[src/rtl/ring_dma_pkg.sv]
package ring_dma_pkg;
    localparam int DW        = 32;
    localparam int AW        = 32;
    localparam int LEN_W     = 16;
    localparam int OWN_BIT   = 31;
    localparam int EOL_BIT   = 30;
    localparam int FERR_BIT  = 27;
    localparam int WORD_B    = 4;
    localparam int DESC_W    = 3;
    localparam logic [AW-1:0] DESC_BYTES = AW'(DESC_W * WORD_B);
    localparam logic [DW-1:0] OWN_MASK   = DW'(1) << OWN_BIT;
    localparam logic [DW-1:0] FERR_MASK  = DW'(1) << FERR_BIT;

    typedef struct packed {
        logic          req;
        logic          we;
        logic [AW-1:0] addr;
        logic [DW-1:0] wdata;
    } mem_cmd_t;

    typedef enum logic [2:0] {
        S_IDLE, S_RD0, S_RD1, S_RD2, S_MOVE, S_WB1, S_WB0
    } walk_st_t;

    function automatic logic [AW-1:0] next_desc(input logic [AW-1:0] cur,
                                                input logic [DW-1:0] w0,
                                                input logic [AW-1:0] base);
        return w0[EOL_BIT] ? base : cur + DESC_BYTES;
    endfunction

    function automatic logic [AW-1:0] word_off(input logic [AW-1:0] buf_a,
                                               input logic [LEN_W-1:0] n);
        return buf_a + {{(AW-LEN_W-2){1'b0}}, n, 2'b00};
    endfunction
endpackage

[src/rtl/ring_dma_arb.sv]
module ring_dma_arb import ring_dma_pkg::*; (
    input  logic     clk,
    input  logic     rst,
    input  mem_cmd_t tx_cmd,
    input  mem_cmd_t rx_cmd,
    input  logic     mem_gnt,
    output mem_cmd_t mem_cmd,
    output logic     tx_gnt,
    output logic     rx_gnt
);
    always_comb begin
        tx_gnt  = tx_cmd.req & mem_gnt;
        rx_gnt  = rx_cmd.req & ~tx_cmd.req & mem_gnt;
        mem_cmd = tx_cmd.req ? tx_cmd : rx_cmd;
    end

    logic rx_req, tx_req;
    logic [AW-1:0] rx_a, tx_a;
    assign rx_req = rx_cmd.req;
    assign tx_req = tx_cmd.req;
    assign rx_a   = rx_cmd.addr;
    assign tx_a   = tx_cmd.addr;


    rx_hold_chk: assert property (@(posedge clk) disable iff (rst)
        rx_req && !rx_gnt |=> rx_req && $stable(rx_a));

    tx_hold_chk: assert property (@(posedge clk) disable iff (rst)
        tx_req && !tx_gnt |=> tx_req && $stable(tx_a));
endmodule

[src/rtl/ring_dma_tx.sv]
module ring_dma_tx import ring_dma_pkg::*; (
    input  logic          clk,
    input  logic          rst,
    input  logic [AW-1:0] base,
    input  logic          kick,
    output logic          busy,
    output mem_cmd_t      cmd,
    input  logic          gnt,
    input  logic [DW-1:0] rdata,
    output logic          s_valid,
    output logic [AW-1:0] s_addr,
    output logic          s_last,
    input  logic          s_ready,
    output logic          done_irq
);
    walk_st_t         state;
    logic [AW-1:0]    cur, buf_a;
    logic [DW-1:0]    w0;
    logic [LEN_W-1:0] len, cnt;
    logic             loaded;

    always_comb begin
        cmd = '0;
        unique case (state)
            S_RD0: begin cmd.req = 1'b1; cmd.addr = cur; end
            S_RD1: begin cmd.req = 1'b1; cmd.addr = cur + AW'(WORD_B); end
            S_RD2: begin cmd.req = 1'b1; cmd.addr = cur + AW'(2 * WORD_B); end
            S_WB0: begin
                cmd.req = 1'b1; cmd.we = 1'b1; cmd.addr = cur;
                cmd.wdata = w0 & ~OWN_MASK;
            end
            default: ;
        endcase
    end

    assign s_valid = (state == S_MOVE);
    assign s_addr  = word_off(buf_a, cnt);
    assign s_last  = (cnt == len - LEN_W'(1));

    always_ff @(posedge clk) begin
        if (rst) begin
            state <= S_IDLE; cur <= '0; buf_a <= '0; w0 <= '0;
            len <= '0; cnt <= '0; loaded <= 1'b0; busy <= 1'b0; done_irq <= 1'b0;
        end else begin
            done_irq <= 1'b0;
            unique case (state)
                S_IDLE: if (kick) begin
                    busy  <= 1'b1;
                    state <= S_RD0;
                    if (!loaded) begin cur <= base; loaded <= 1'b1; end
                end
                S_RD0: if (gnt) begin
                    w0 <= rdata;
                    if (rdata[OWN_BIT]) state <= S_RD1;
                    else begin busy <= 1'b0; state <= S_IDLE; end
                end
                S_RD1: if (gnt) begin
                    len   <= rdata[DW-1 -: LEN_W];
                    state <= S_RD2;
                end
                S_RD2: if (gnt) begin
                    buf_a <= rdata;
                    cnt   <= '0;
                    state <= (len == '0) ? S_WB0 : S_MOVE;
                end
                S_MOVE: if (s_ready) begin
                    cnt <= cnt + LEN_W'(1);
                    if (s_last) state <= S_WB0;
                end
                S_WB0: if (gnt) begin
                    done_irq <= 1'b1;
                    cur      <= next_desc(cur, w0, base);
                    state    <= S_RD0;
                end
                default: state <= S_IDLE;
            endcase
        end
    end


    stream_hold_chk: assert property (@(posedge clk) disable iff (rst)
        s_valid && !s_ready |=> s_valid && $stable(s_addr));

    busy_drop_chk: assert property (@(posedge clk) disable iff (rst)
        $fell(busy) |-> $past(gnt && !rdata[OWN_BIT]));
endmodule

[src/rtl/ring_dma_rx.sv]
module ring_dma_rx import ring_dma_pkg::*; (
    input  logic          clk,
    input  logic          rst,
    input  logic [AW-1:0] base,
    input  logic          en_set,
    input  logic          stop,
    output logic          enabled,
    output mem_cmd_t      cmd,
    input  logic          gnt,
    input  logic [DW-1:0] rdata,
    input  logic          in_valid,
    input  logic [DW-1:0] in_data,
    input  logic          in_err,
    input  logic          in_last,
    output logic          in_ready,
    output logic          st_valid,
    output logic [AW-1:0] st_addr,
    output logic [DW-1:0] st_data,
    output logic          done_irq
);
    walk_st_t         state;
    logic [AW-1:0]    cur, buf_a;
    logic [DW-1:0]    w0;
    logic [LEN_W-1:0] bufsz, cnt;
    logic             loaded, err, trunc, stop_pend;
    logic             room;

    assign room     = (cnt < bufsz);
    assign in_ready = (state == S_MOVE);

    always_comb begin
        cmd = '0;
        unique case (state)
            S_RD0: begin cmd.req = 1'b1; cmd.addr = cur; end
            S_RD1: begin cmd.req = 1'b1; cmd.addr = cur + AW'(WORD_B); end
            S_RD2: begin cmd.req = 1'b1; cmd.addr = cur + AW'(2 * WORD_B); end
            S_WB1: begin
                cmd.req = 1'b1; cmd.we = 1'b1; cmd.addr = cur + AW'(WORD_B);
                cmd.wdata = {bufsz, cnt};
            end
            S_WB0: begin
                cmd.req = 1'b1; cmd.we = 1'b1; cmd.addr = cur;
                cmd.wdata = (w0 & ~(OWN_MASK | FERR_MASK)) |
                            ((err | trunc) ? FERR_MASK : '0);
            end
            default: ;
        endcase
    end

    always_ff @(posedge clk) begin
        if (rst) begin
            state <= S_IDLE; cur <= '0; buf_a <= '0; w0 <= '0; bufsz <= '0;
            cnt <= '0; loaded <= 1'b0; err <= 1'b0; trunc <= 1'b0;
            stop_pend <= 1'b0; enabled <= 1'b0; done_irq <= 1'b0;
            st_valid <= 1'b0; st_addr <= '0; st_data <= '0;
        end else begin
            done_irq <= 1'b0;
            st_valid <= 1'b0;
            if (stop && enabled) stop_pend <= 1'b1;
            unique case (state)
                S_IDLE: if (en_set) begin
                    enabled   <= 1'b1;
                    stop_pend <= 1'b0;
                    state     <= S_RD0;
                    if (!loaded) begin cur <= base; loaded <= 1'b1; end
                end
                S_RD0: if (gnt) begin
                    w0 <= rdata;
                    if (rdata[OWN_BIT]) state <= S_RD1;
                    else begin enabled <= 1'b0; state <= S_IDLE; end
                end
                S_RD1: if (gnt) begin
                    bufsz <= rdata[DW-1 -: LEN_W];
                    state <= S_RD2;
                end
                S_RD2: if (gnt) begin
                    buf_a <= rdata;
                    cnt   <= '0;
                    err   <= 1'b0;
                    trunc <= 1'b0;
                    state <= S_MOVE;
                end
                S_MOVE: if (in_valid) begin
                    if (room) begin
                        cnt      <= cnt + LEN_W'(1);
                        st_valid <= 1'b1;
                        st_addr  <= word_off(buf_a, cnt);
                        st_data  <= in_data;
                    end else begin
                        trunc <= 1'b1;
                    end
                    if (in_err)  err   <= 1'b1;
                    if (in_last) state <= S_WB1;
                end
                S_WB1: if (gnt) state <= S_WB0;
                S_WB0: if (gnt) begin
                    done_irq <= 1'b1;
                    cur      <= next_desc(cur, w0, base);
                    if (stop_pend || (stop && enabled)) begin
                        enabled   <= 1'b0;
                        stop_pend <= 1'b0;
                        state     <= S_IDLE;
                    end else begin
                        state <= S_RD0;
                    end
                end
                default: state <= S_IDLE;
            endcase
        end
    end


    store_bound_chk: assert property (@(posedge clk) disable iff (rst)
        in_valid && in_ready && !room |=> !st_valid);

    enable_drop_chk: assert property (@(posedge clk) disable iff (rst)
        $fell(enabled) |-> $past(gnt));
endmodule

[src/rtl/ring_dma.sv]
module ring_dma import ring_dma_pkg::*; (
    input  logic          clk,
    input  logic          rst,
    input  logic [AW-1:0] tx_base,
    input  logic [AW-1:0] rx_base,
    input  logic          tx_kick,
    output logic          tx_busy,
    input  logic          rx_en_set,
    input  logic          rx_stop,
    output logic          rx_enabled,
    output logic          mem_req,
    output logic          mem_we,
    output logic [AW-1:0] mem_addr,
    output logic [DW-1:0] mem_wdata,
    input  logic          mem_gnt,
    input  logic [DW-1:0] mem_rdata,
    output logic          tx_valid,
    output logic [AW-1:0] tx_addr,
    output logic          tx_last,
    input  logic          tx_ready,
    input  logic          rx_valid,
    input  logic [DW-1:0] rx_data,
    input  logic          rx_err,
    input  logic          rx_last,
    output logic          rx_ready,
    output logic          rx_st_valid,
    output logic [AW-1:0] rx_st_addr,
    output logic [DW-1:0] rx_st_data,
    output logic          tx_done_irq,
    output logic          rx_done_irq
);
    mem_cmd_t tx_cmd, rx_cmd, mem_cmd;
    logic     tx_gnt, rx_gnt;

    ring_dma_tx u_tx (
        .clk(clk), .rst(rst), .base(tx_base), .kick(tx_kick), .busy(tx_busy),
        .cmd(tx_cmd), .gnt(tx_gnt), .rdata(mem_rdata),
        .s_valid(tx_valid), .s_addr(tx_addr), .s_last(tx_last), .s_ready(tx_ready),
        .done_irq(tx_done_irq)
    );

    ring_dma_rx u_rx (
        .clk(clk), .rst(rst), .base(rx_base), .en_set(rx_en_set), .stop(rx_stop),
        .enabled(rx_enabled), .cmd(rx_cmd), .gnt(rx_gnt), .rdata(mem_rdata),
        .in_valid(rx_valid), .in_data(rx_data), .in_err(rx_err), .in_last(rx_last),
        .in_ready(rx_ready), .st_valid(rx_st_valid), .st_addr(rx_st_addr),
        .st_data(rx_st_data), .done_irq(rx_done_irq)
    );

    ring_dma_arb u_arb (
        .clk(clk), .rst(rst), .tx_cmd(tx_cmd), .rx_cmd(rx_cmd), .mem_gnt(mem_gnt),
        .mem_cmd(mem_cmd), .tx_gnt(tx_gnt), .rx_gnt(rx_gnt)
    );

    assign mem_req   = mem_cmd.req;
    assign mem_we    = mem_cmd.we;
    assign mem_addr  = mem_cmd.addr;
    assign mem_wdata = mem_cmd.wdata;


    irq_excl_chk: assert property (@(posedge clk) disable iff (rst)
        $countones({tx_done_irq, rx_done_irq}) <= 1);

    irq_after_write_chk: assert property (@(posedge clk) disable iff (rst)
        (tx_done_irq || rx_done_irq) |-> $past(mem_req && mem_we && mem_gnt));

    addr_align_chk: assert property (@(posedge clk) disable iff (rst)
        mem_req |-> (mem_addr[1:0] == 2'b00));
endmodule

[config.mk]
export PLATFORM = sky130hd
export DESIGN_NAME = ring_dma
export DESIGN_NICKNAME = d
export VERILOG_FILES = /design/src/rtl/ring_dma_pkg.sv /design/src/rtl/ring_dma_arb.sv /design/src/rtl/ring_dma_tx.sv /design/src/rtl/ring_dma_rx.sv /design/src/rtl/ring_dma.sv
export SDC_FILE = /design/constraint.sdc
export NUM_CORES = 1
export LEC_CHECK = 0
export BUFFER_PORTS_ARGS = -buffer_cell sky130_fd_sc_hd__buf_4
export CORE_AREA = 3 3 263 265
export DETAILED_ROUTE_END_ITERATION = 16
export DIE_AREA = 0 0 266 268
export PLACE_DENSITY = 0.51
export SYNTH_ARGS = -nofsm -noshare
export SYNTH_HDL_FRONTEND = slang
export SYNTH_SLANG_ARGS = --single-unit
[constraint.sdc]
create_clock -name clk -period 4.7 [get_ports clk]
set_input_delay 0.47 -clock clk [delete_from_list [all_inputs] [get_ports clk]]
set_output_delay 0.47 -clock clk [all_outputs]
set_load 0.02 [all_outputs]
* Word level (Yosys, flattened, before mapping)
Index checks and enable logic that the tools add are counted.
Cells by class: add/subtract/negate cells 11, magnitude comparators 1, eq/ne operators 35, muxes and demuxes 71, bitwise operators 10, reduce and logical (&&, ||, !) cells 39
Operator list (number):
- $mux W32 | 8
- $pmux W32 S2 | 3
- $pmux W32 S3 | 2
- $add A32 B4 Y32 const B | 4
- $mux W16 | 5
- $mux W66 | 1
- $add A32 B18 Y32 | 2
- $add A32 B3 Y32 const B | 2
- $pmux W16 S2 | 2
- $mux W3 | 15
- $ne A2 B2 Y1 const B | 19
- $add A16 B1 Y16 const B | 2
- $mux W31 | 1
- $or A31 B28 Y31 | 1
- $mux W28 | 1
- $mux W1 | 24
- $reduce_and A4 Y1 | 6
- $pmux W3 S7 | 1
- $pmux W3 S6 | 1
- $eq A16 B16 Y1 | 1
- $logic_not A16 Y1 | 1
- $lt A16 B16 Y1 | 1
- $reduce_and A2 Y1 | 8
- $sub A16 B1 Y16 const B | 1
- other kinds (23) | 55
Word-level totals: bits in registers 334, input bits 138, output and inout bits 170, logic and storage cells 191

* Logic depth before layout (Yosys ltp)
Gate-level depths: netlist of the first run.
word-level depth 8, depth in mapped cells 12, gate-level depth less buffers 11

* By module
From an unflattened synthesis of the first run, not the netlist that was laid out.
Unflattened totals: cell total of the unflattened synthesis 2835, area total of the unflattened synthesis 20589.7 um2
By module, submodules not included:
- ring_dma_rx | times used 1, cells an instance 1527, area an instance 10998.0 um2, sequential area each 4003.8 um2
- ring_dma_tx | times used 1, cells an instance 1232, area an instance 8709.6 um2, sequential area each 2662.6 um2
- ring_dma_arb | times used 1, cells an instance 76, area an instance 882.1 um2, sequential area each 0.0 um2

* Worst setup path after synthesis of the first run
No wires, ideal clock.
kind reg-to-output, start point register u_tx.len[0], end point output port tx_last, data arrival time 2.777 ns, data required time 4.230 ns, slack 1.453 ns, stages on the path, launching flop included 10, buffers on the path 0, cell sequence dfxtp_1 inv_1 ha_1 nor3b_4 nand2_1 or4_1 nand3_1 nand2_1 or4b_1 nor4bb_1
On the way: cells in the longest elaborated chain, start to end 2
Ends and longest elaborated chain:
- from (decl) | line ring_dma_tx.sv:19 | logic [LEN_W-1:0] len, cnt;
- from (signal assigned) | line ring_dma_tx.sv:58 | len <= rdata[DW-1 -: LEN_W];
- $sub A16 B1 Y16 | line ring_dma_tx.sv:38 | assign s_last = (cnt == len - LEN_W'(1));
- $eq A16 B16 Y1 | line ring_dma_tx.sv:38
- to (decl) | line ring_dma.sv:19 | output logic tx_last,
Every way passes these cells.

* Final worst setup path of the first run
start point register u_tx.cnt[0], end point output port tx_addr[28]
On the way: cells in the longest elaborated chain, start to end 1
Ends and longest elaborated chain:
- from (decl) | line ring_dma_tx.sv:19
- from (signal assigned) | line ring_dma_tx.sv:67 | cnt <= cnt + LEN_W'(1);
- $add A32 B18 Y32 | line ring_dma_pkg.sv:33 | return buf_a + {{(AW-LEN_W-2){1'b0}}, n, 2'b00};
- to (decl) | line ring_dma.sv:18 | output logic [AW-1:0] tx_addr,
Every way passes these cells.

==> results of run 1 <==
[cell type report]
cell class / count / share of cell area
inverters: 50 / 0.00774
clock inverters: 20 / 0.00898
flip-flops and latches: 333 / 0.275
multi-input cells: 2262 / 0.509
clock buffers: 56 / 0.0472
repair buffers: 342 / 0.107
well taps: 873 / 0.0451
[stage by stage]
step           setup WS (ns)  total power (W)  area [um2]
6_report               0.418          0.00826       24200
3_5_place_dp           0.973          0.00505       22900
3_3_place_gp            1.09          0.00504       22900
4_1_cts                0.343          0.00835       24200
2_1_floorplan           1.45          0.00431       20000
5_1_grt                0.104          0.00865       24200
[what timing repair did]
item,4_1_cts,5_1_grt
resized for setup,0,1
setup buffers,0,0
setup endpoints to repair,0,1
[cell usage in the layout (no fill, tap or decap), drive strengths merged, types with 8 or more instances in the layout]
| master | netlist | routed |
|---|---|---|
| nor2b | 11 | 11 |
| nand2 | 643 | 643 |
| a21o | 17 | 17 |
| o21ai | 202 | 202 |
| nor2 | 241 | 241 |
| clkbuf | 193 | 56 |
| xor2 | 37 | 37 |
| nor3 | 69 | 69 |
| mux2i | 8 | 8 |
| nand3b | 8 | 8 |
| nor3b | 10 | 10 |
| or2 | 13 | 13 |
| o22ai | 17 | 17 |
| or3 | 17 | 17 |
| a21oi | 376 | 376 |
| nand3 | 79 | 79 |
| a21boi | 9 | 9 |
| a211oi | 46 | 46 |
| buf | 23 | 342 |
| clkinv | 0 | 14 |
| nor4 | 24 | 24 |
| a31oi | 25 | 25 |
| inv | 50 | 52 |
| o31ai | 14 | 14 |
| nand2b | 17 | 17 |
| dfxtp | 333 | 333 |
| xnor2 | 43 | 43 |
| o221ai | 10 | 10 |
| ha | 59 | 59 |
| o211ai | 21 | 21 |
| and2 | 10 | 10 |
| and3 | 25 | 25 |
| o21a | 13 | 13 |
| a22oi | 44 | 44 |
| o32ai | 8 | 8 |
| nand4 | 50 | 50 |
[critical path: cells and delay by family, from the launching register on]
family          cells  cell delay [ns]
compound gates      6             1.64
xor+xnor            1             0.18
fa+ha+maj           2             0.63
buf+inv             2             0.22
flops               1             0.43
simple gates        1             0.14
[report_power, final]
part	total, W	switching (W)	internal (W)
Clock	0.00325	0.00136	0.00189
Sequential	0.00322	0.000256	0.00296
Combinational	0.00180	0.00115	0.000642
Total	0.00826	0.00277	0.00550
[metal layers]
layer  global-route usage  wire [um]
met1                0.306      37400
met2                0.333      35100
met3               0.0439       5690
met4               0.0556       1950
met5                    0         46
[sequential cells by signal, summed over array words and instances, names as in the netlist, 3 cells and up]
register / flops
u_rx.buf_a: 32
u_rx.bufsz: 16
u_rx.cnt: 16
u_rx.cur: 32
u_rx.st_addr: 32
u_rx.st_data: 32
u_rx.state: 3
u_rx.w0: 30
u_tx.buf_a: 32
u_tx.cnt: 16
u_tx.cur: 32
u_tx.len: 16
u_tx.state: 3
u_tx.w0: 31
[logic make-up (layout without fill, tap and decap cells)]
family / after synthesis / after routing / share of synthesized area
simple gates: 1242 / 1242 / 0.275
compound gates: 868 / 868 / 0.260
flops: 333 / 333 / 0.334
buf+inv: 266 / 468 / 0.0519
xor+xnor: 80 / 80 / 0.0351
fa+ha+maj: 61 / 61 / 0.0390
mux: 11 / 11 / 0.00570
[worst paths after layout]
| path | startpoint | to | slack, ns |
|---|---|---|---|
| max | u_tx.cnt[0]$_SDFFE_PP0P_ | tx_addr[28] | 0.42 |
| min | rx_data[3] | u_rx.st_data[3]$_SDFFE_PP0P_ | 0.12 |
| min reg2reg | u_rx.w0[0]$_SDFFE_PP0P_ | u_rx.w0[0]$_SDFFE_PP0P_ | 0.45 |
| max reg2reg | u_rx.state[2]$_SDFFE_PP0P_ | u_rx.st_addr[28]$_SDFFE_PP0P_ | 1.33 |
==> flow_metrics.tcl, run 1 <==
set metrics [dict create \
    diodes 0 \
    utilization 0.362 \
    avgSynthCellArea_um2 6.98 \
    synth_cell_types 79 \
    core_area_um2 67000 \
    cts_root_buffer "clkbuf_16" \
    cp.required_ns 4.23 \
    cpPeakStageDelay_ns 0.46 \
    final.min_clock_period_ns 4.28 \
    cts_sinks 333 \
    die_area_um2 71300 \
    synth_ff_type "dfxtp_1" \
    cts_tree "built" \
    critPathArrivalTime_ns 3.81 \
    drt_pass1_iterations 6 \
    grt_antenna_before_repair 3 \
    ff_latch_area_um2 6670 \
    ys_warn_count 0 \
    grt-ovfl-total 0 \
    synth_common_cells "643 x nand2_1, 376 x a21oi_1, 333 x dfxtp_1" \
    rr_worst_depth 11 \
    num_vias 21615 \
    syn_to_final_growth_pct 21.3 \
    rows 95 \
    synthArstFlopShare 0 \
    grt_max_degree 124 \
    multi_input_area_um2 12300 \
    ant_nets 0 \
    netlist_instances 2861 \
    hold_viol_final 0 \
    cap_violations 0 \
    avgViaCountPerCell 5.49 \
    die_h_um 268 \
    synth_area_leaders "dfxtp_1 33%, nand2_1 12%, a21oi_1 9.4%" \
    port_buffers 307 \
    htreeDepth 2 \
    yosysTopAreaCell "dfxtp_1" \
    cellPowerDensity_nw_per_um2 341 \
    drive_above_1_share 0.151 \
    cp-start-kind "flip-flop" \
    fillers 7126 \
    total_leakage_power_nw 8.78 \
    syn-cell-area_um2 20000 \
    synth_edf_count 0 \
    clock.fmax_mhz 234 \
    die_width_um 266 \
    drt_iter0_markers 2091 \
    status "finished clean" \
    fin_nets 3230 \
    path_class "reg2out" \
    hold_depth 3 \
    dpl.hpwl_mm 59.1 \
    syn-num-nets 3060 \
    setup_viol 0 \
    numCtsBuffers 42 \
    drv_slew 0 \
    fin_crit_sh 0.911 \
    clkTransAtPathRegs_ns 0.06 \
    cp_cell_sequence "ha_1 > inv_1 > fa_1 > nor2b_1 > o21ai_0 > a21boi_0 > o211ai_1 > a31oi_1 > o21ai_0 > a21boi_0 > xor2_1 > buf_4" \
    hold_path.class "in2reg" \
    vdd_ir_drop_max_mv 0.235 \
    wl_mm 80.3 \
    drc_errors 0 \
    worst_pin_slew_ns 1.20 \
    first_global_vias 20034 \
    post_drt_wl_per_cell_um 20.4 \
    cts_hold_buf 0 \
    synth_most_common_cell "nand2_1" \
    timing.setup.tns_ns 0 \
    holdWs_ns 0.124 \
    fin_cells 3936 \
    crit_fanout 7 \
    clk_latency_ns 0.59 \
    ys_seq_elements 333 \
    grtUsageTotal 0.215 \
    initial_utilization 0.298 \
    worst_clock_skew_ns 0.0349 \
    place_congestion 0.981 \
    rsz0062_at_grt "no" \
    io_pins 308 \
    critPathCaptureType "output port" \
    grt_pass1_wl_mm 122 \
    ys_seq_area_frac 0.334 \
    cts_buffer_depth 3 \
    slew_headroom 0.196 \
    synth.top_cell.area_share 0.334 \
    cp_slowest_cell "a21boi_0" \
    dp.cells 3860 \
]
(Power assumes the default switching activity.)
==> inputs of run 2 (changes only) <==
==> constraint.sdc (replaced) <==
create_clock -name clk -period 5.16 [get_ports clk]
set_input_delay 0.516 -clock clk [delete_from_list [all_inputs] [get_ports clk]]
set_output_delay 0.516 -clock clk [all_outputs]
set_load 0.02 [all_outputs]
==> flow_metrics.tcl, run 2 (synthesis results as in run 1) <==
set metrics [dict create \
    drt_pass1_iterations 6 \
    hold_viol_final 0 \
    port_buffers 307 \
    total_leakage_power_nw 8.77 \
    clk_latency_ns 0.59 \
    hold_start "rx_data[14]" \
    cts_sinks 333 \
    critPathCaptureType "output port" \
    crit_fanout 12 \
    fin_nets 3228 \
    dpl.hpwl_mm 59.3 \
    htreeDepth 2 \
    ant_nets 0 \
    post_cts_buffers 0 \
    vdd_ir_drop_max_mv 0.215 \
    cts_hold_buf 0 \
    io_pins 308 \
    grt_pass1_wl_mm 121 \
    wl_mm 80.5 \
    grt_max_degree 126 \
    numCtsBuffers 42 \
    critPathArrivalTime_ns 3.93 \
    cts_resized 0 \
    pre_cts_slack_ns 1.30 \
    fin_cells 3934 \
    r2r_start "u_rx.cnt[11]$_SDFFE_PP0P_" \
    post_drt_wl_per_cell_um 20.5 \
    die_width_um 266 \
    cts_buffer_depth 3 \
    cap_violations 0 \
    utilization 0.362 \
    cts_root_buffer "clkbuf_16" \
    final.min_clock_period_ns 4.44 \
    fin_ws_ns 0.716 \
    grt-ovfl-total 0 \
    syn_to_final_growth_pct 21.4 \
    drv_slew 0 \
    rsz0062_at_grt "no" \
    cp.required_ns 4.64 \
    grtUsageTotal 0.214 \
    initial_utilization 0.298 \
    hold_path.class "in2reg" \
    holdWs_ns 0.175 \
    cp-start-kind "flip-flop" \
    die_h_um 268 \
    avgViaCountPerCell 5.49 \
    die_area_um2 71300 \
    grt_antenna_before_repair 4 \
    clock.fmax_mhz 225 \
    timing.setup.tns_ns 0 \
    drt_iter0_markers 1868 \
    fin_crit_sh 0.861 \
    cellPowerDensity_nw_per_um2 311 \
    first_global_vias 20114 \
    startpoint "u_rx.cur[4]$_SDFFE_PP0P_" \
    dp.cells 3858 \
    slew_headroom 0.165 \
    worst_pin_slew_ns 1.25 \
    num_vias 21580 \
    drc_errors 0 \
    cts_tree "built" \
    core_area_um2 67000 \
    setup_viol 0 \
    layout_common_cells "643 x nand2_1, 375 x a21oi_1, 338 x buf_4" \
    worst_clock_skew_ns 0.0153 \
    place_congestion 0.910 \
    drive_above_1_share 0.150 \
    rows 95 \
    status "finished clean" \
    layout_commonest_cell "nand2_1" \
    path_class "reg2out" \
    clkTransAtPathRegs_ns 0.06 \
]
[run 2: cell count changes in the layout (fill, tap and decap cells not counted), sizes merged]
cell      before  now
buf          342  340
clkinv        14   11
clkinvlp       1    2
diode          0    1
inv           52   53
[run 2: per-layer routing]
metal / GRT usage / vias up / part of all wire
met5: 0 / - / 0.00043
met1: 0.300 / 10272 / 0.46
met4: 0.0587 / 6 / 0.025
met3: 0.0472 / 122 / 0.074
met2: 0.333 / 753 / 0.44
li1: - / 10427 / -
[run 2: worst paths after layout]
check	cells past startpoint	end	slack, ns
min	3	u_rx.st_data[14]$_SDFFE_PP0P_	0.17
min reg2reg	2	u_rx.st_data[26]$_SDFFE_PP0P_	0.45
max	10	mem_addr[27]	0.72
max reg2reg	8	u_rx.st_addr[24]$_SDFFE_PP0P_	1.57
[run 2: metrics by stage]
stage	power, W	area (um2)
3_5_place_dp	0.00457	22900
5_1_grt	0.00789	24200
3_3_place_gp	0.00455	22900
2_1_floorplan	0.00393	20000
4_1_cts	0.00762	24200
6_report	0.00755	24200
[run 2: layout make-up]
class                           instances  area (um2)
Clock buffer                           56        1150
Timing Repair Buffer                  340        2570
Sequential cell                       333        6670
Clock inverter                         19         230
Fill cell                            7170       42800
Tap cell                              873        1090
Inverter                               50         188
Antenna cell                            1        2.50
Multi-Input combinational cell       2262       12300
[run 2: power breakdown]
part	internal [W]	leakage, nW	total, W	switching (W)
Clock	0.00174	0.677	0.00301	0.00127
Sequential	0.00270	2.70	0.00292	0.000221
Combinational	0.000575	5.39	0.00162	0.00104
[run 2: critical path, stage by stage, from the launching register on]
cell and delay, ns:
dfxtp_1 0.57, ha_1 0.29, nand3_1 0.22, nor4_2 0.60
nand3_1 0.31, nor3_1 0.39, nand3_1 0.12, a31o_2 0.27
a21oi_1 0.23, o22ai_1 0.15, buf_4 0.18
